<file path="src/rtl/i2c_regptr_pkg.sv">
package i2c_regptr_pkg;
  localparam int unsigned BYTE_W = 8;
  localparam int unsigned MAP_N  = 2 ** BYTE_W;
  localparam int unsigned CNT_W  = $clog2(BYTE_W + 1);

  typedef enum logic [2:0] {
    ST_IDLE, ST_RX, ST_RX_END, ST_ACK, ST_TX, ST_TX_ACK, ST_TX_LOAD
  } st_e;

  typedef enum logic [1:0] {K_ADDR, K_PTR, K_DATA} kind_e;
endpackage

</file>
<file path="src/rtl/i2c_bus_events.sv">
module i2c_bus_events (
  input  logic clk_i,
  input  logic rst_ni,
  input  logic scl_i,
  input  logic sda_i,
  output logic start_o,
  output logic stop_o,
  output logic scl_rise_o,
  output logic scl_fall_o
);
  logic scl_q, sda_q;

  always_ff @(posedge clk_i or negedge rst_ni) begin
    if (!rst_ni) begin
      scl_q <= 1'b1;
      sda_q <= 1'b1;
    end else begin
      scl_q <= scl_i;
      sda_q <= sda_i;
    end
  end

  assign start_o    = scl_i & scl_q & sda_q & ~sda_i;
  assign stop_o     = scl_i & scl_q & ~sda_q & sda_i;
  assign scl_rise_o = scl_i & ~scl_q;
  assign scl_fall_o = ~scl_i & scl_q;
endmodule

</file>
<file path="src/rtl/i2c_byte_shift.sv">
module i2c_byte_shift
  import i2c_regptr_pkg::*;
(
  input  logic              clk_i,
  input  logic              rst_ni,
  input  logic              shift_i,
  input  logic              bit_i,
  input  logic              load_i,
  input  logic [BYTE_W-1:0] load_val_i,
  output logic [BYTE_W-1:0] q_o
);
  always_ff @(posedge clk_i or negedge rst_ni) begin
    if (!rst_ni)      q_o <= '0;
    else if (load_i)  q_o <= load_val_i;
    else if (shift_i) q_o <= {q_o[BYTE_W-2:0], bit_i};
  end
endmodule

</file>
<file path="src/rtl/i2c_ptr_unit.sv">
module i2c_ptr_unit
  import i2c_regptr_pkg::*;
#(
  parameter logic [MAP_N-1:0] VALID_MASK = '1
) (
  input  logic              clk_i,
  input  logic              rst_ni,
  input  logic              load_i,
  input  logic              inc_i,
  input  logic [BYTE_W-1:0] load_val_i,
  output logic [BYTE_W-1:0] ptr_o,
  output logic              ptr_valid_o,
  output logic              cand_valid_o
);
  always_ff @(posedge clk_i or negedge rst_ni) begin
    if (!rst_ni)     ptr_o <= '0;
    else if (load_i) ptr_o <= load_val_i;
    else if (inc_i)  ptr_o <= ptr_o + 1'b1;
  end

  assign ptr_valid_o  = VALID_MASK[ptr_o];
  assign cand_valid_o = VALID_MASK[load_val_i];

  // pointer steps by exactly one per data byte
  p_ptr_step_r6: assert property (@(posedge clk_i) disable iff (!rst_ni)
    (inc_i && !load_i) |=> ptr_o == $past(ptr_o) + 1'b1);
  // pointer holds when not told to move
  p_ptr_hold_r9: assert property (@(posedge clk_i) disable iff (!rst_ni)
    (!inc_i && !load_i) |=> $stable(ptr_o));
endmodule

</file>
<file path="src/rtl/i2c_target_ctrl.sv">
module i2c_target_ctrl
  import i2c_regptr_pkg::*;
(
  input  logic              clk_i,
  input  logic              rst_ni,
  input  logic              scl_i,
  input  logic              sda_i,
  input  logic              start_i,
  input  logic              stop_i,
  input  logic              rise_i,
  input  logic              fall_i,
  input  logic [BYTE_W-2:0] dev_addr_i,
  input  logic [BYTE_W-1:0] sh_q_i,
  input  logic              rd_msb_i,
  input  logic [BYTE_W-1:0] ptr_i,
  input  logic              ptr_valid_i,
  input  logic              cand_valid_i,
  output logic              sh_shift_o,
  output logic              sh_bit_o,
  output logic              sh_load_o,
  output logic              ptr_load_o,
  output logic              ptr_inc_o,
  output logic              sda_oe_o,
  output logic              wr_en_o,
  output logic [BYTE_W-1:0] wr_addr_o,
  output logic [BYTE_W-1:0] wr_data_o
);
  localparam logic [CNT_W-1:0] LAST_BIT = CNT_W'(BYTE_W - 1);
  localparam logic [CNT_W-1:0] FULL     = CNT_W'(BYTE_W);

  st_e              state_q;
  kind_e            kind_q;
  logic [CNT_W-1:0] cnt_q;
  logic             rw_q;
  logic             busy;

  assign busy = ~start_i & ~stop_i;

  always_comb begin
    sh_shift_o = busy & ((state_q == ST_RX & rise_i) |
                         (state_q == ST_TX & fall_i & cnt_q != FULL));
    sh_bit_o   = (state_q == ST_RX) & sda_i;
    sh_load_o  = busy & fall_i & ((state_q == ST_ACK & kind_q == K_ADDR & rw_q) |
                                  state_q == ST_TX_LOAD);
    ptr_load_o = busy & fall_i & state_q == ST_RX_END & kind_q == K_PTR;
    ptr_inc_o  = busy & fall_i & ((state_q == ST_RX_END & kind_q == K_DATA) |
                                  (state_q == ST_TX & cnt_q == FULL));
  end

  always_ff @(posedge clk_i or negedge rst_ni) begin
    if (!rst_ni) begin
      state_q   <= ST_IDLE;
      kind_q    <= K_ADDR;
      cnt_q     <= '0;
      rw_q      <= 1'b0;
      sda_oe_o  <= 1'b0;
      wr_en_o   <= 1'b0;
      wr_addr_o <= '0;
      wr_data_o <= '0;
    end else begin
      wr_en_o <= 1'b0;
      if (start_i) begin
        state_q  <= ST_RX;
        kind_q   <= K_ADDR;
        cnt_q    <= '0;
        sda_oe_o <= 1'b0;
      end else if (stop_i) begin
        state_q  <= ST_IDLE;
        sda_oe_o <= 1'b0;
      end else begin
        unique case (state_q)
          ST_RX: if (rise_i) begin
            cnt_q <= cnt_q + 1'b1;
            if (cnt_q == LAST_BIT) state_q <= ST_RX_END;
          end
          ST_RX_END: if (fall_i) begin
            unique case (kind_q)
              K_ADDR: begin
                if (sh_q_i[BYTE_W-1:1] == dev_addr_i) begin
                  rw_q     <= sh_q_i[0];
                  sda_oe_o <= 1'b1;
                  state_q  <= ST_ACK;
                end else begin
                  state_q <= ST_IDLE;
                end
              end
              K_PTR: begin
                sda_oe_o <= cand_valid_i;
                state_q  <= ST_ACK;
              end
              default: begin
                if (ptr_valid_i) begin
                  sda_oe_o  <= 1'b1;
                  wr_en_o   <= 1'b1;
                  wr_addr_o <= ptr_i;
                  wr_data_o <= sh_q_i;
                end
                state_q <= ST_ACK;
              end
            endcase
          end
          ST_ACK: if (fall_i) begin
            cnt_q <= '0;
            if (kind_q == K_ADDR && rw_q) begin
              sda_oe_o <= ~rd_msb_i;
              state_q  <= ST_TX;
            end else begin
              sda_oe_o <= 1'b0;
              state_q  <= ST_RX;
              kind_q   <= (kind_q == K_ADDR) ? K_PTR : K_DATA;
            end
          end
          ST_TX: begin
            if (rise_i) cnt_q <= cnt_q + 1'b1;
            if (fall_i) begin
              if (cnt_q == FULL) begin
                sda_oe_o <= 1'b0;
                state_q  <= ST_TX_ACK;
              end else begin
                sda_oe_o <= ~sh_q_i[BYTE_W-2];
              end
            end
          end
          ST_TX_ACK: if (rise_i) state_q <= sda_i ? ST_IDLE : ST_TX_LOAD;
          ST_TX_LOAD: if (fall_i) begin
            cnt_q    <= '0;
            sda_oe_o <= ~rd_msb_i;
            state_q  <= ST_TX;
          end
          default: ;
        endcase
      end
    end
  end

  p_start_addr_r2: assert property (@(posedge clk_i) disable iff (!rst_ni)
    start_i |=> (state_q == ST_RX && kind_q == K_ADDR && cnt_q == '0));
  p_stop_idle_r2: assert property (@(posedge clk_i) disable iff (!rst_ni)
    (stop_i && !start_i) |=> state_q == ST_IDLE);
  p_idle_released_r8: assert property (@(posedge clk_i) disable iff (!rst_ni)
    state_q == ST_IDLE |-> !sda_oe_o);
  p_oe_scl_low_r10: assert property (@(posedge clk_i) disable iff (!rst_ni)
    (sda_oe_o != $past(sda_oe_o)) |-> !$past(scl_i));
  p_wr_pulse_r5: assert property (@(posedge clk_i) disable iff (!rst_ni)
    wr_en_o |=> !wr_en_o);
endmodule

</file>
<file path="src/rtl/i2c_regptr_target.sv">
module i2c_regptr_target
  import i2c_regptr_pkg::*;
#(
  parameter logic [MAP_N-1:0] VALID_MASK = {208'h0, 48'hFFFF_0000_FFDF}
) (
  input  logic              clk_i,
  input  logic              rst_ni,
  input  logic              scl_i,
  input  logic              sda_i,
  output logic              sda_oe_o,
  input  logic [BYTE_W-2:0] dev_addr_i,
  output logic              wr_en_o,
  output logic [BYTE_W-1:0] wr_addr_o,
  output logic [BYTE_W-1:0] wr_data_o,
  output logic [BYTE_W-1:0] rd_addr_o,
  input  logic [BYTE_W-1:0] rd_data_i
);
  logic start, stop, rise, fall;
  logic sh_shift, sh_bit, sh_load;
  logic [BYTE_W-1:0] sh_q, ptr;
  logic ptr_load, ptr_inc, ptr_valid, cand_valid;

  i2c_bus_events u_events (
    .clk_i, .rst_ni, .scl_i, .sda_i,
    .start_o(start), .stop_o(stop), .scl_rise_o(rise), .scl_fall_o(fall)
  );

  i2c_byte_shift u_shift (
    .clk_i, .rst_ni,
    .shift_i(sh_shift), .bit_i(sh_bit), .load_i(sh_load),
    .load_val_i(rd_data_i), .q_o(sh_q)
  );

  i2c_ptr_unit #(.VALID_MASK(VALID_MASK)) u_ptr (
    .clk_i, .rst_ni,
    .load_i(ptr_load), .inc_i(ptr_inc), .load_val_i(sh_q),
    .ptr_o(ptr), .ptr_valid_o(ptr_valid), .cand_valid_o(cand_valid)
  );

  i2c_target_ctrl u_ctrl (
    .clk_i, .rst_ni, .scl_i, .sda_i,
    .start_i(start), .stop_i(stop), .rise_i(rise), .fall_i(fall),
    .dev_addr_i, .sh_q_i(sh_q), .rd_msb_i(rd_data_i[BYTE_W-1]),
    .ptr_i(ptr), .ptr_valid_i(ptr_valid), .cand_valid_i(cand_valid),
    .sh_shift_o(sh_shift), .sh_bit_o(sh_bit), .sh_load_o(sh_load),
    .ptr_load_o(ptr_load), .ptr_inc_o(ptr_inc),
    .sda_oe_o, .wr_en_o, .wr_addr_o, .wr_data_o
  );

  assign rd_addr_o = ptr;

  // a strobe only ever targets a present location
  p_wr_valid_r5: assert property (@(posedge clk_i) disable iff (!rst_ni)
    wr_en_o |-> VALID_MASK[wr_addr_o]);
endmodule

</file>
<file path="config.mk">
export PLATFORM = sky130hd
export DESIGN_NAME = i2c_regptr_target
export DESIGN_NICKNAME = d
export VERILOG_FILES = /design/src/rtl/i2c_regptr_pkg.sv /design/src/rtl/i2c_bus_events.sv /design/src/rtl/i2c_byte_shift.sv /design/src/rtl/i2c_ptr_unit.sv /design/src/rtl/i2c_target_ctrl.sv /design/src/rtl/i2c_regptr_target.sv
export SDC_FILE = /design/constraint.sdc
export NUM_CORES = 1
export LEC_CHECK = 0
export ABC_AREA = 1
export BUFFER_PORTS_ARGS = -buffer_cell sky130_fd_sc_hd__buf_2
export CORE_UTILIZATION = 55
export DETAILED_ROUTE_END_ITERATION = 8
export GPL_TIMING_DRIVEN = 0
export PLACE_DENSITY = 0.8
export RECOVER_POWER = 25
export SLEW_MARGIN = 0
export SYNTH_ARGS = -nofsm -noshare
export SYNTH_HDL_FRONTEND = slang
export SYNTH_SLANG_ARGS = --single-unit
</file>
<file path="constraint.sdc">
create_clock -name clk_i -period 2 [get_ports clk_i]
set_input_delay 0.6 -clock clk_i [delete_from_list [all_inputs] [get_ports clk_i]]
set_output_delay 0.6 -clock clk_i [all_outputs]
set_load 0.01 [all_outputs]
</file>
# Word-level counts from Yosys, hierarchy flattened
# Memories as Yosys holds them, arrays and structs flattened.
# Cells that the tools add are included.
# totals
wordCells	146
n_memories	2
ramBits	0
mem_bits_ro	512
latch_bits	0
input_bits	19
register_bits	46
# mem_list
memory	depth	width	read_ports	rd_clocked_by_memory_dff	wr	line	text
(no name shown)	256	1	1	0	0	i2c_ptr_unit.sv:21	assign ptr_valid_o = VALID_MASK[ptr_o];
(no name shown)	256	1	1	0	0	i2c_ptr_unit.sv:22	assign cand_valid_o = VALID_MASK[load_val_i];
# op_classes
n_reduce_logical	18
shift	0
n_eq_ne	26
muxes	50
n_lt_le_gt_ge	2
add_sub_neg	2
n_div	0
bitwise_logic	34
mul	0
# op_table
op	count
3-bit 2-to-1 mux	12
8-bit 2-to-1 mux	4
4-bit by 1-bit inequality test with 1-bit output (second input constant)	6
1-bit AND	22
8-bit by 9-bit less-than comparator with 1-bit output (second input constant)	2
1-bit 2-to-1 mux	18
3-bit case mux with 6 select lines	1
2-bit 2-to-1 mux	8
4-bit 2-to-1 mux	4
6-bit AND reduction	2
3-bit equality test (second input constant)	3
1-bit NOT	9
9-bit AND reduction	1
8-bit by 1-bit adder with 8-bit output (second input constant)	1
4-bit by 2-bit inequality test with 1-bit output (second input constant)	2
4-bit case mux with 2 select lines	1
4-bit AND reduction	2
2-bit nonzero test	4
8-bit nonzero test	1
7-bit equality test	1
7-bit AND reduction	1
3-bit by 2-bit equality test with 1-bit output (second input constant)	2
3-bit by 1-bit inequality test with 1-bit output (second input constant)	2
6-bit by 3-bit inequality test with 1-bit output (second input constant)	1
other kinds (17)	22

# Logic depth before layout (Yosys ltp)
# Gate-level depths: netlist (run 1).
# depth
ltp_word	9
depth_mapped	12

# Cells and area by module
# Synthesis (run 1) repeated with hierarchy kept, for this count alone.
# hier_totals
cells_unflattened	373
hier_area_um2	2786.4
# by_module_without_submodules
mod	area_each_um2	n_inst	cells_per_inst
i2c_target_ctrl	1771.7	1	243
i2c_ptr_unit	546.8	1	73
i2c_byte_shift	374.1	1	44
i2c_bus_events	93.8	1	13

# Worst setup path before layout (run 1)
# Ideal clock, no wire load.
# synth_path
path_kind	input -> register
start	input scl_i
end	register u_ctrl.wr_addr_o[3]
setup_slack_ns	0.176
t_required_ns	1.875
cell_stages	5
path_buffers	1
t_arrival_ns	1.699
path_cell_list	inv_1 -> nand2_1 -> nor3_4 -> buf_8 -> mux2_4
# synth_via
elab_chain_len	5
# synth_lines
element	line	text
from (decl)	i2c_regptr_target.sv:8	input logic scl_i,
1-bit AND	i2c_bus_events.sv:23, i2c_bus_events.sv:24	
1-bit AND (on tied branches) (2 in series)	i2c_bus_events.sv:23, i2c_bus_events.sv:24	
1-bit NOT (no source line)	--	
6-bit AND reduction (no source line) (*)	--	
to (signal assigned)	i2c_target_ctrl.sv:95	wr_addr_o <= ptr_i;
to (decl)	i2c_target_ctrl.sv:25	output logic [BYTE_W-1:0] wr_addr_o,
# Every way passes the cells marked *; elsewhere a longest branch is shown, timed or not.
# A chain may end at the register's enable or synchronous reset.

# Worst setup path after layout (run 1)
# layout_path
start	input scl_i
end	register u_shift.q_o[2]
# layout_via
elab_chain_len	8
# layout_lines
element	line	text
1-bit AND	i2c_bus_events.sv:23, i2c_bus_events.sv:24	
1-bit AND (on tied branches) (2 in series)	i2c_bus_events.sv:23, i2c_bus_events.sv:24	
1-bit NOT (no source line)	--	
1-bit AND	i2c_target_ctrl.sv:37	assign busy = ~start_i & ~stop_i;
1-bit AND (2 in series)	i2c_target_ctrl.sv:43	sh_load_o = busy & fall_i & ((state_q == ST_ACK & kind_q == K_ADDR & rw_q) |
8-bit 2-to-1 mux or 2-bit nonzero test (tied branches)	--	
to (signal assigned)	i2c_byte_shift.sv:14	else if (load_i) q_o <= load_val_i;
to (signal assigned)	i2c_byte_shift.sv:15	else if (shift_i) q_o <= {q_o[BYTE_W-2:0], bit_i};
to (decl)	i2c_byte_shift.sv:10	output logic [BYTE_W-1:0] q_o
# Parallel ways exist; a longest one is shown, timed or not.

==> reports/qor.log, run 1 <==
[power] Leakage Power 1.63 nW
[routing] final WL 5790 um
[grt] grt ovf 0
[power] switching power of the nets 1.79 mW
[clock_network] number of buffers created by CTS 5
[worst_setup_path] most frequent cell on the critical path sky130_fd_sc_hd__inv_1
[yosys] average footprint of a synthesized cell 8.45 um^2
[place] quantity of I/O buffers inserted on ports 44
[worst_setup_path] sequence of cells on the critical path clkbuf_1 > inv_1 > nand2_1 > inv_1 > nand2_2 > nand3_2 > buf_4 > o21ai_0
[layout] Filler cells 355
[die] Die H 70.5 um
[timing] number of endpoints with negative hold slack in the final report 0
[min_path] HP Start scl_i
[die] standard-cell rows 24
[worst_setup_path] Worst Path Arrival 2.06 ns
[power] overall power after layout 4.06 mW
[grt] first-pass GRT wire length 9530 um
[grt] GRT Total Usage 0.246
[worst_setup_path] startpoint of the worst setup timing path scl_i
[yosys] syn_nets 328
[yosys] cell taking the most area after synthesis sky130_fd_sc_hd__dfrtp_1
[layout] fraction of final layout cells sized beyond drive strength 1 0.221
[timing] unrepaired setup endpoints after global routing no
[timing] Final Critical Period 1.86 ns
[clock_network] count of clock tree sinks 46
[yosys] Post-Synthesis Cells 305
[timing] final setup TNS 0 ns
[place] placed cell area 0.00286 mm^2
[timing] final cycle utilization of the critical path 0.932
[grt] maximum number of pins on one net before global-route repair 47
[place] Post-Place Worst Slack -0.219 ns
[routing] number of violations reported at the end of detailed-routing iteration 0 180
[die] floorplan core area 0.00441 mm^2
[place] HPWL after detailed placement 4230 um
[layout] area overhead of the layout relative to synthesis 15.1%
[worst_setup_path] R2R Path Start u_ctrl.state_q[2]
[yosys] area of the mapped netlist 0.00258 mm^2
[timing] clock skew 0.00676 ns
[yosys] portion of the post-synthesis area used by sequential elements 0.448
[power] Net Sw Frac 0.441
[routing] Vias per Instance 5.45
[timing] peak clock frequency supported by timing 0.537 GHz
[yosys] synthesis-stage register bit count 46
[yosys] count of synthesis-stage warnings from yosys 0
[worst_setup_path] Critical Path Sink Type register
[die] starting density of the core 0.584
[routing] final antenna-violating net count 0
[routing] DR WL/cell 14.1 um
[clock_network] register clock-pin slew on the reported worst setup and hold paths 0.08 ns
[worst_setup_path] slowest stage delay, CP 0.31 ns
[layout] layout net count 380
[routing] vias after detailed routing 2235
[power] ratio of total power to cell area 1370 mW/mm^2
[power] proportion of power drawn by combinational gates 0.454
[timing] worst rel slew slack 0.248
[clock_network] Max H-tree Level 2
[yosys] top cell type's share of synthesized area 0.427
[yosys] Distinct cells, synth 34
[clock_network] insertion delay to the later sink of the worst-skew pair 0.30 ns
[timing] worst setup margin 0.137 ns
[layout] post-route design area 0.00297 mm^2
[layout] final antenna diode count 0
[timing] final setup violation count 0
[grt] antenna violations before repair 0
[die] count of pins on the block boundary 45
[timing] count of final max-slew check failures 0
[routing] DRC violation count after routing 0
[worst_setup_path] slowest cell on the critical path sky130_fd_sc_hd__nand2_1
[min_path] class of the most critical hold timing path in -> reg
[power] portion of total power attributed to sequential cells 0.407
[clock_network] largest buffer count on any clock path 2
[worst_setup_path] Worst Path Max Fanout 10
[worst_setup_path] critical path type in -> reg
[layout] total area of multi-input combinational cells 0.00121 mm^2
[power] relative contribution of the clock network to total power 0.139
[power] worst-case vdd ir drop 757 uV
[job] max_cap viols 0
[die] die width 70.5 um
[die] area of the die 0.00496 mm^2
[worst_setup_path] required time at the worst-slack endpoint 2.20 ns
[status] status complete, no violations
[yosys] cell types with the largest area share after synthesis sky130_fd_sc_hd__dfrtp_1 43%, sky130_fd_sc_hd__nand2_1 10%, sky130_fd_sc_hd__inv_1 6.8%
[routing] Initial DRT Pass Iterations 5
[grt] number of global-route vias before repair 1984
[power] Cell Int Power 2.27 mW
[worst_setup_path] Worst Setup Start Kind primary input
[clock_network] Clock Root Buffer sky130_fd_sc_hd__clkbuf_8
[clock_network] TritonCTS clock tree built
[timing] slew at the pin with the worst max-slew slack 1.13 ns
[layout] Layout Utilization 0.672
[layout] sequential cell area 0.00115 mm^2
[place] Final GP Congestion 0.919
==> synthesized netlist by cell type, drive strengths merged <==
| master | n |
|---|---|
| a31oi | 3 |
| a21oi | 6 |
| o211a | 1 |
| nand2 | 76 |
| mux2 | 13 |
| o21bai | 1 |
| xnor2 | 3 |
| o31ai | 2 |
| o21ai | 17 |
| nor3 | 9 |
| a22oi | 3 |
| buf | 4 |
| dfstp | 2 |
| o22ai | 2 |
| nand3 | 24 |
| xor2 | 4 |
| o221ai | 4 |
| inv | 48 |
| o211ai | 7 |
| nand4 | 5 |
| nor2 | 22 |
| o21a | 1 |
| ha | 4 |
| dfrtp | 44 |
==> critical path: cells and delay by family <==
family | cells | cell delay [ns]
AOI/OAI and AO/OA | 1 | 0.22
buffers and inverters | 4 | 0.62
and+or+nand+nor | 3 | 0.61
==> cells in the final DEF, fill, tap and decap left out, types with 7 or more instances in the layout <==
master	netlist	layout
sky130_fd_sc_hd__inv_1	47	47
sky130_fd_sc_hd__nor3_1	7	7
sky130_fd_sc_hd__nor2_1	21	21
sky130_fd_sc_hd__buf_2	1	42
sky130_fd_sc_hd__nand2_1	72	72
sky130_fd_sc_hd__nand3_1	23	23
sky130_fd_sc_hd__dfrtp_1	44	44
sky130_fd_sc_hd__mux2_2	7	7
sky130_fd_sc_hd__o211ai_1	7	7
sky130_fd_sc_hd__o21ai_0	16	16
==> power by group through the flow <==
stage	Sequential, mW	Combinational, mW	Clock, mW
2_1_floorplan	1.67	1.21	0
3_3_place_gp	1.64	1.77	0
3_5_place_dp	1.66	1.81	0
4_1_cts	1.64	1.83	0.572
5_1_grt	1.70	2.06	0.605
6_report	1.65	1.84	0.564
==> timing repair <==
action,in CTS,in global routing
endpoints found under the setup margin,0,6
gates resized for setup,0,0
setup buffers,0,1
hold buffers,0,0
==> per-layer routing <==
metal / global-route usage / part of all wire / wire (um)
met1: 0.375 / 0.46 / 2670
met2: 0.350 / 0.44 / 2530
met3: 0.0447 / 0.082 / 474
met4: 0.0800 / 0.020 / 117
met5: 0 / 0 / 0
==> worst paths after layout <==
path | to | slack (ns) | depth (start not counted)
setup / recovery | u_shift.q_o[2] | 0.14 | 8
hold / removal | u_events.scl_q | 0.42 | 1
setup reg to reg | u_shift.q_o[2] | 0.14 | 7
hold reg to reg | u_ctrl.wr_addr_o[4] | 0.49 | 2
max in group asynchronous | u_shift.q_o[0] | 0.82 | 1
min in group asynchronous | u_ctrl.wr_addr_o[2] | 0.50 | 1
==> state kept, by name, summed over array words and instances (netlist names) <==
register	cells
u_events.scl_q	1
u_ctrl.rw_q	1
u_ctrl.sda_oe_o	1
u_ctrl.wr_en_o	1
u_shift.q_o	8
u_events.sda_q	1
u_ctrl.kind_q	2
u_ctrl.state_q	3
u_ctrl.wr_addr_o	8
u_ctrl.cnt_q	4
u_ctrl.wr_data_o	8
u_ptr.ptr_o	8
==> through the flow <==
| stage | hold slack, ns | instances |
|---|---|---|
| floorplan | 0.304 | 305 |
| global placement | 0.477 | 401 |
| detailed placement | 0.482 | 401 |
| CTS | 0.421 | 409 |
| global route | 0.423 | 410 |
| finish | 0.423 | 410 |
==> final cells by class <==
class                   count  area share
plain buffers               4      0.0118
clock buffers               6      0.0245
clock inverters             2     0.00464
inverters                  48      0.0607
multi-input cells         207       0.407
flip-flops and latches     46       0.389
well taps                  52      0.0219
repair buffers             45      0.0801
==> cells by family after synthesis <==
logic type	Yosys count	synth area share
buffers and inverters	52	0.0835
and+or+nand+nor	136	0.244
adders and majority gates	4	0.0194
muxes	13	0.0655
DFF	46	0.448
xor gates and xnor gates	7	0.0238
AOI/OAI and AO/OA	47	0.117
No activity file was read; power rests on OpenSTA's default activity.
==> inputs of run 2 (changes only) <==
--- a/config.mk
+++ b/config.mk
@@ -7,6 +7,7 @@
 export LEC_CHECK = 0
 export ABC_AREA = 1
 export BUFFER_PORTS_ARGS = -buffer_cell sky130_fd_sc_hd__buf_2
+export CORE_ASPECT_RATIO = 0.5
 export CORE_UTILIZATION = 55
 export DETAILED_ROUTE_END_ITERATION = 8
 export GPL_TIMING_DRIVEN = 0
==> constraint.sdc (replaced) <==
create_clock -name clk_i -period 2 [get_ports clk_i]
set_input_delay 0.2 -clock clk_i [delete_from_list [all_inputs] [get_ports clk_i]]
set_output_delay 0.2 -clock clk_i [all_outputs]
set_load 0.01 [all_outputs]
==> reports/qor.log, run 2 (synthesized netlist as in run 1, its figures left out) <==
[timing] final cycle utilization of the critical path 0.925
[grt] antenna violations before repair 0
[timing] slew at the pin with the worst max-slew slack 1.14 ns
[clock_network] Max H-tree Level 2
[clock_network] count of clock tree sinks 46
[die] floorplan core area 0.00445 mm^2
[grt] number of global-route vias before repair 2232
[grt] grt ovf 0
[power] ratio of total power to cell area 1370 mW/mm^2
[layout] post-route design area 0.00298 mm^2
[die] standard-cell rows 17
[worst_setup_path] critical path type reg -> reg
[layout] area overhead of the layout relative to synthesis 15.8%
[die] Die H 50.4 um
[layout] final antenna diode count 0
[grt] maximum number of pins on one net before global-route repair 47
[place] Post-Place Worst Slack 0.0186 ns
[routing] Vias per Instance 5.53
[place] HPWL after detailed placement 4340 um
[routing] DR WL/cell 14.2 um
[power] Leakage Power 1.63 nW
[layout] number of standard cells in the final layout excluding fillers 416
[layout] Filler cells 367
[power] overall power after layout 4.08 mW
[worst_setup_path] Worst Path Arrival 2.05 ns
[worst_setup_path] required time at the worst-slack endpoint 2.20 ns
[die] area of the die 0.00498 mm^2
[routing] vias after detailed routing 2302
[layout] fraction of final layout cells sized beyond drive strength 1 0.228
[grt] most used routing layer in global routing met2
[clock_network] number of buffers created by CTS 5
[clock_network] insertion delay to the later sink of the worst-skew pair 0.31 ns
[timing] worst rel slew slack 0.241
[grt] first-pass GRT wire length 9950 um
[place] placed cell area 0.00287 mm^2
[timing] count of final max-slew check failures 0
[status] status complete, no violations
[grt] met1 usage 0.320
[die] count of pins on the block boundary 45
[grt] met3 Resource Use GR 0.0446
[min_path] class of the most critical hold timing path in -> reg
[place] Final GP Congestion 0.896
[worst_setup_path] Critical Path Sink Type register
[timing] Final Critical Period 1.85 ns
[layout] layout net count 381
[routing] number of violations reported at the end of detailed-routing iteration 0 171
[timing] number of endpoints with negative hold slack in the final report 0
[timing] clock skew 0.0123 ns
[layout] commonest cells after routing, fill and taps aside 72 x sky130_fd_sc_hd__nand2_1, 47 x sky130_fd_sc_hd__inv_1, 44 x sky130_fd_sc_hd__dfrtp_1, 42 x sky130_fd_sc_hd__buf_2, 23 x sky130_fd_sc_hd__nand3_1
[job] max_cap viols 0
[die] starting density of the core 0.580
[worst_setup_path] Worst Path Max Fanout 10
[die] die width 98.8 um
[routing] Initial DRT Pass Iterations 5
[power] worst-case vdd ir drop 477 uV
[timing] worst setup margin 0.151 ns
[clock_network] Clock Root Buffer sky130_fd_sc_hd__clkbuf_8
[timing] unrepaired setup endpoints after global routing no
[clock_network] largest buffer count on any clock path 2
[grt] global routing usage on met2 0.477
[clock_network] cts hold-fix bufs 0
[clock_network] register clock-pin slew on the reported worst setup and hold paths 0.10 ns
[layout] most common library cell in the layout ignoring fill and taps sky130_fd_sc_hd__nand2_1
[grt] GRT Total Usage 0.261
[place] number of placed instances with taps included 406
[routing] DRC violation count after routing 0
[timing] final setup TNS 0 ns
[routing] final antenna-violating net count 0
[timing] final setup violation count 0
[timing] peak clock frequency supported by timing 0.541 GHz
[clock_network] TritonCTS clock tree built
[worst_setup_path] Worst Setup Start Kind register
[routing] final WL 5890 um
[place] quantity of I/O buffers inserted on ports 44
## run 2: path summary, 6_finish.rpt
| check | from | endpoint | slack, ns | depth (start not counted) |
|---|---|---|---|---|
| max in group asynchronous | rst_ni | u_shift.q_o[0] | 1.20 | 1 |
| min in group asynchronous | rst_ni | u_ctrl.wr_addr_o[7] | 0.09 | 1 |
| worst min-delay path | scl_i | u_events.scl_q | 0.02 | 1 |
| worst max-delay path | u_ptr.ptr_o[1] | u_ctrl.wr_data_o[2] | 0.15 | 8 |
| worst min register to register | u_ctrl.wr_addr_o[4] | u_ctrl.wr_addr_o[4] | 0.49 | 2 |
| worst max register to register | u_ptr.ptr_o[1] | u_ctrl.wr_data_o[2] | 0.15 | 8 |
## run 2: layout make-up
class	count	area [um^2]	share of cell area
sequential	46	1150	0.387
clock buffer	5	68.8	0.0231
tap	57	71.3	0.0239
buffer	4	35.0	0.0117
inverter	48	180	0.0604
timing repair buffer	46	233	0.0780
clock inverter	3	23.8	0.00797
multi-input combinational	207	1220	0.408
## run 2: per-stage QoR
step | hold WS, ns | util
final | 0.0153 | 0.671
after global routing | 0.0116 | 0.671
after CTS | 0.0150 | 0.666
after detailed placement | 0.337 | 0.645
after global placement | 0.326 | 0.645
after floorplan | -0.0956 | -
## run 2: worst max-delay path, stage by stage, from the launching register on
cell,delay [ns]
sky130_fd_sc_hd__dfrtp_1,0.44
sky130_fd_sc_hd__inv_1,0.08
sky130_fd_sc_hd__ha_1,0.18
sky130_fd_sc_hd__nand4_1,0.08
sky130_fd_sc_hd__nand2_1,0.14
sky130_fd_sc_hd__nor3_4,0.21
sky130_fd_sc_hd__buf_4,0.16
sky130_fd_sc_hd__buf_8,0.14
sky130_fd_sc_hd__mux2_4,0.31
## run 2: routing by layer
metal  part of all wire  wire length [um]
met5                  0                 0
met4              0.011                63
met3              0.058               342
met2               0.49              2920
met1               0.44              2570
## run 2: what timing repair did
action,in CTS,in global routing
endpoints found under the hold margin,0,0
resized for setup,0,2
setup endpoints to repair,0,14
setup buffers,0,2
## run 2: where the power goes
| part | total, mW | switching (mW) | internal, mW | leakage, nW |
|---|---|---|---|---|
| Combinational | 1.85 | 1.11 | 0.737 | 1.01 |
| Sequential | 1.64 | 0.350 | 1.29 | 0.576 |
| Clock | 0.595 | 0.345 | 0.250 | 0.0408 |
| Total | 4.08 | 1.81 | 2.27 | 1.63 |
==> inputs of run 3 (changes only) <==
--- a/config.mk
+++ b/config.mk
@@ -7,7 +7,7 @@
 export LEC_CHECK = 0
 export ABC_AREA = 1
 export BUFFER_PORTS_ARGS = -buffer_cell sky130_fd_sc_hd__buf_2
-export CORE_ASPECT_RATIO = 0.5
+export CORE_ASPECT_RATIO = 0.7
 export CORE_UTILIZATION = 55
 export DETAILED_ROUTE_END_ITERATION = 8
 export GPL_TIMING_DRIVEN = 0
==> reports/qor.log, run 3 (synthesized netlist as in run 1, its figures left out) <==
[status] status finished with violations
[status] violated checks DRC
[routing] DRC violation count after routing 8
[min_path] class of the most critical hold timing path in -> reg
[grt] number of global-route vias before repair 2181
[die] count of pins on the block boundary 45
[layout] final antenna diode count 0
[worst_setup_path] Worst Path Max Fanout 8
[routing] final WL 6220 um
[routing] vias after detailed routing 2339
[layout] Filler cells 383
[routing] Vias per Instance 5.66
[timing] clock skew 0.00706 ns
[clock_network] number of instances resized during post-cts repair 0
[power] ratio of total power to cell area 1420 mW/mm^2
[worst_setup_path] sequence of cells on the critical path nand2_1 > nor3_4 > inv_1 > nand3_1 > o221ai_1
[layout] area overhead of the layout relative to synthesis 16.1%
[die] starting density of the core 0.582
[die] floorplan core area 0.00443 mm^2
[worst_setup_path] Worst Path Arrival 2.00 ns
[worst_setup_path] required time at the worst-slack endpoint 2.15 ns
[clock_network] Clock Root Buffer sky130_fd_sc_hd__clkbuf_8
[timing] final setup violation count 0
[clock_network] insertion delay to the later sink of the worst-skew pair 0.30 ns
[place] Final GP Congestion 0.950
[timing] number of endpoints with negative hold slack in the final report 0
[layout] commonest cells after routing, fill and taps aside 72 x sky130_fd_sc_hd__nand2_1, 47 x sky130_fd_sc_hd__inv_1, 44 x sky130_fd_sc_hd__dfrtp_1, 42 x sky130_fd_sc_hd__buf_2, 23 x sky130_fd_sc_hd__nand3_1
[worst_setup_path] slowest stage delay, CP 0.56 ns
[layout] sequential cell area 0.00115 mm^2
[layout] layout net count 381
[worst_setup_path] Worst Setup Start Kind register
[clock_network] TritonCTS clock tree built
[routing] DR WL/cell 15.1 um
[clock_network] total setup buffers inserted after CTS 2
[routing] Initial DRT Pass Iterations 7
[timing] final cycle utilization of the critical path 0.927
[die] die width 83.8 um
[grt] first-pass GRT wire length 10500 um
[timing] count of final max-slew check failures 0
[clock_network] largest buffer count on any clock path 2
[timing] slew at the pin with the worst max-slew slack 1.13 ns
[routing] number of violations reported at the end of detailed-routing iteration 0 271
[layout] most common library cell in the layout ignoring fill and taps sky130_fd_sc_hd__nand2_1
[die] area of the die 0.00497 mm^2
[grt] antenna violations before repair 0
[grt] GRT Total Usage 0.275
[clock_network] Max H-tree Level 2
[grt] maximum number of pins on one net before global-route repair 47
[clock_network] register clock-pin slew on the reported worst setup and hold paths 0.09 ns
[timing] peak clock frequency supported by timing 0.539 GHz
[timing] unrepaired setup endpoints after global routing no
[die] Die H 59.3 um
[worst_setup_path] slowest cell on the critical path sky130_fd_sc_hd__dfstp_2
[timing] Final Critical Period 1.85 ns
[clock_network] count of clock tree sinks 46
[die] standard-cell rows 20
[timing] worst rel slew slack 0.247
[place] HPWL after detailed placement 4610 um
[layout] post-route design area 0.00299 mm^2
[worst_setup_path] critical path type reg -> reg
[power] Leakage Power 1.64 nW
[worst_setup_path] Critical Path Sink Type register
[layout] fraction of final layout cells sized beyond drive strength 1 0.223
[place] quantity of I/O buffers inserted on ports 44
[layout] Layout Utilization 0.675
[place] placed cell area 0.00287 mm^2
[layout] total area of multi-input combinational cells 0.00121 mm^2
[power] worst-case vdd ir drop 669 uV
[job] max_cap viols 0
[clock_network] number of buffers created by CTS 5
[routing] final antenna-violating net count 0
[grt] grt ovf 0
[clock_network] cts hold-fix bufs 0
-- run 3: cell types whose count changed in the layout (fill, tap and decap cells not counted) --
cell,delta
sky130_fd_sc_hd__bufinv_16,+1
sky130_fd_sc_hd__clkbuf_8,+1
sky130_fd_sc_hd__clkinvlp_4,-2
sky130_fd_sc_hd__inv_6,-1
sky130_fd_sc_hd__nor2_1,+1
sky130_fd_sc_hd__nor2_2,-1
sky130_fd_sc_hd__o21ai_2,+1
sky130_fd_sc_hd__o21ai_4,-1
-- run 3: power by group --
part	switching (mW)	total, mW	internal, mW	leakage (nW)
combinational	1.14	1.88	0.735	1.01
clock	0.307	0.707	0.400	0.0573
sequential	0.372	1.66	1.29	0.576
-- run 3: cell type report --
type                    count  share of cell area
multi-input cells         207               0.404
flip-flops and latches     46               0.386
plain buffers               4              0.0117
inverters                  48              0.0602
well taps                  55              0.0230
repair buffers             46              0.0778
clock inverters             1              0.0100
clock buffers               6              0.0276
-- run 3: final timing paths --
| check | startpoint | depth (start not counted) | slack, ns | to |
|---|---|---|---|---|
| max in group asynchronous | rst_ni | 1 | 1.21 | u_shift.q_o[6] |
| worst min register to register | u_ctrl.wr_addr_o[6] | 2 | 0.50 | u_ctrl.wr_addr_o[6] |
| min in group asynchronous | rst_ni | 1 | 0.11 | u_ctrl.wr_addr_o[4] |
| worst min-delay path | sda_i | 1 | 0.03 | u_events.sda_q |
| worst max-delay path | u_events.scl_q | 5 | 0.15 | u_ptr.ptr_o[2] |
| worst max register to register | u_events.scl_q | 5 | 0.15 | u_ptr.ptr_o[2] |
-- run 3: worst max-delay path, delay by kind of cell, from the launching register on --
family / cells / cell delay [ns]
flip-flops: 1 / 0.56
AO/OA/AOI/OAI: 1 / 0.16
buffers and inverters: 1 / 0.21
AND/OR/NAND/NOR: 3 / 0.76
-- run 3: layer usage --
layer,up-vias,global-route usage,share of wire
met1,1082,0.411,0.47
met2,129,0.404,0.41
met5,-,0,0
met4,0,0.0764,0.017
met3,15,0.0613,0.10
li1,1113,-,-
-- run 3: metrics by stage --
stage               std cells  setup TNS (ns)  hold WS (ns)  total power [mW]  setup slack [ns]
floorplan                 305               0       -0.0956              2.88             0.273
global placement          404               0         0.331              3.42            0.0549
detailed placement        404         -0.0385         0.335              3.50           -0.0133
CTS                       413               0        0.0237              4.22             0.158
global route              413               0        0.0235              4.56            0.0240
finish                    413               0        0.0253              4.24             0.146
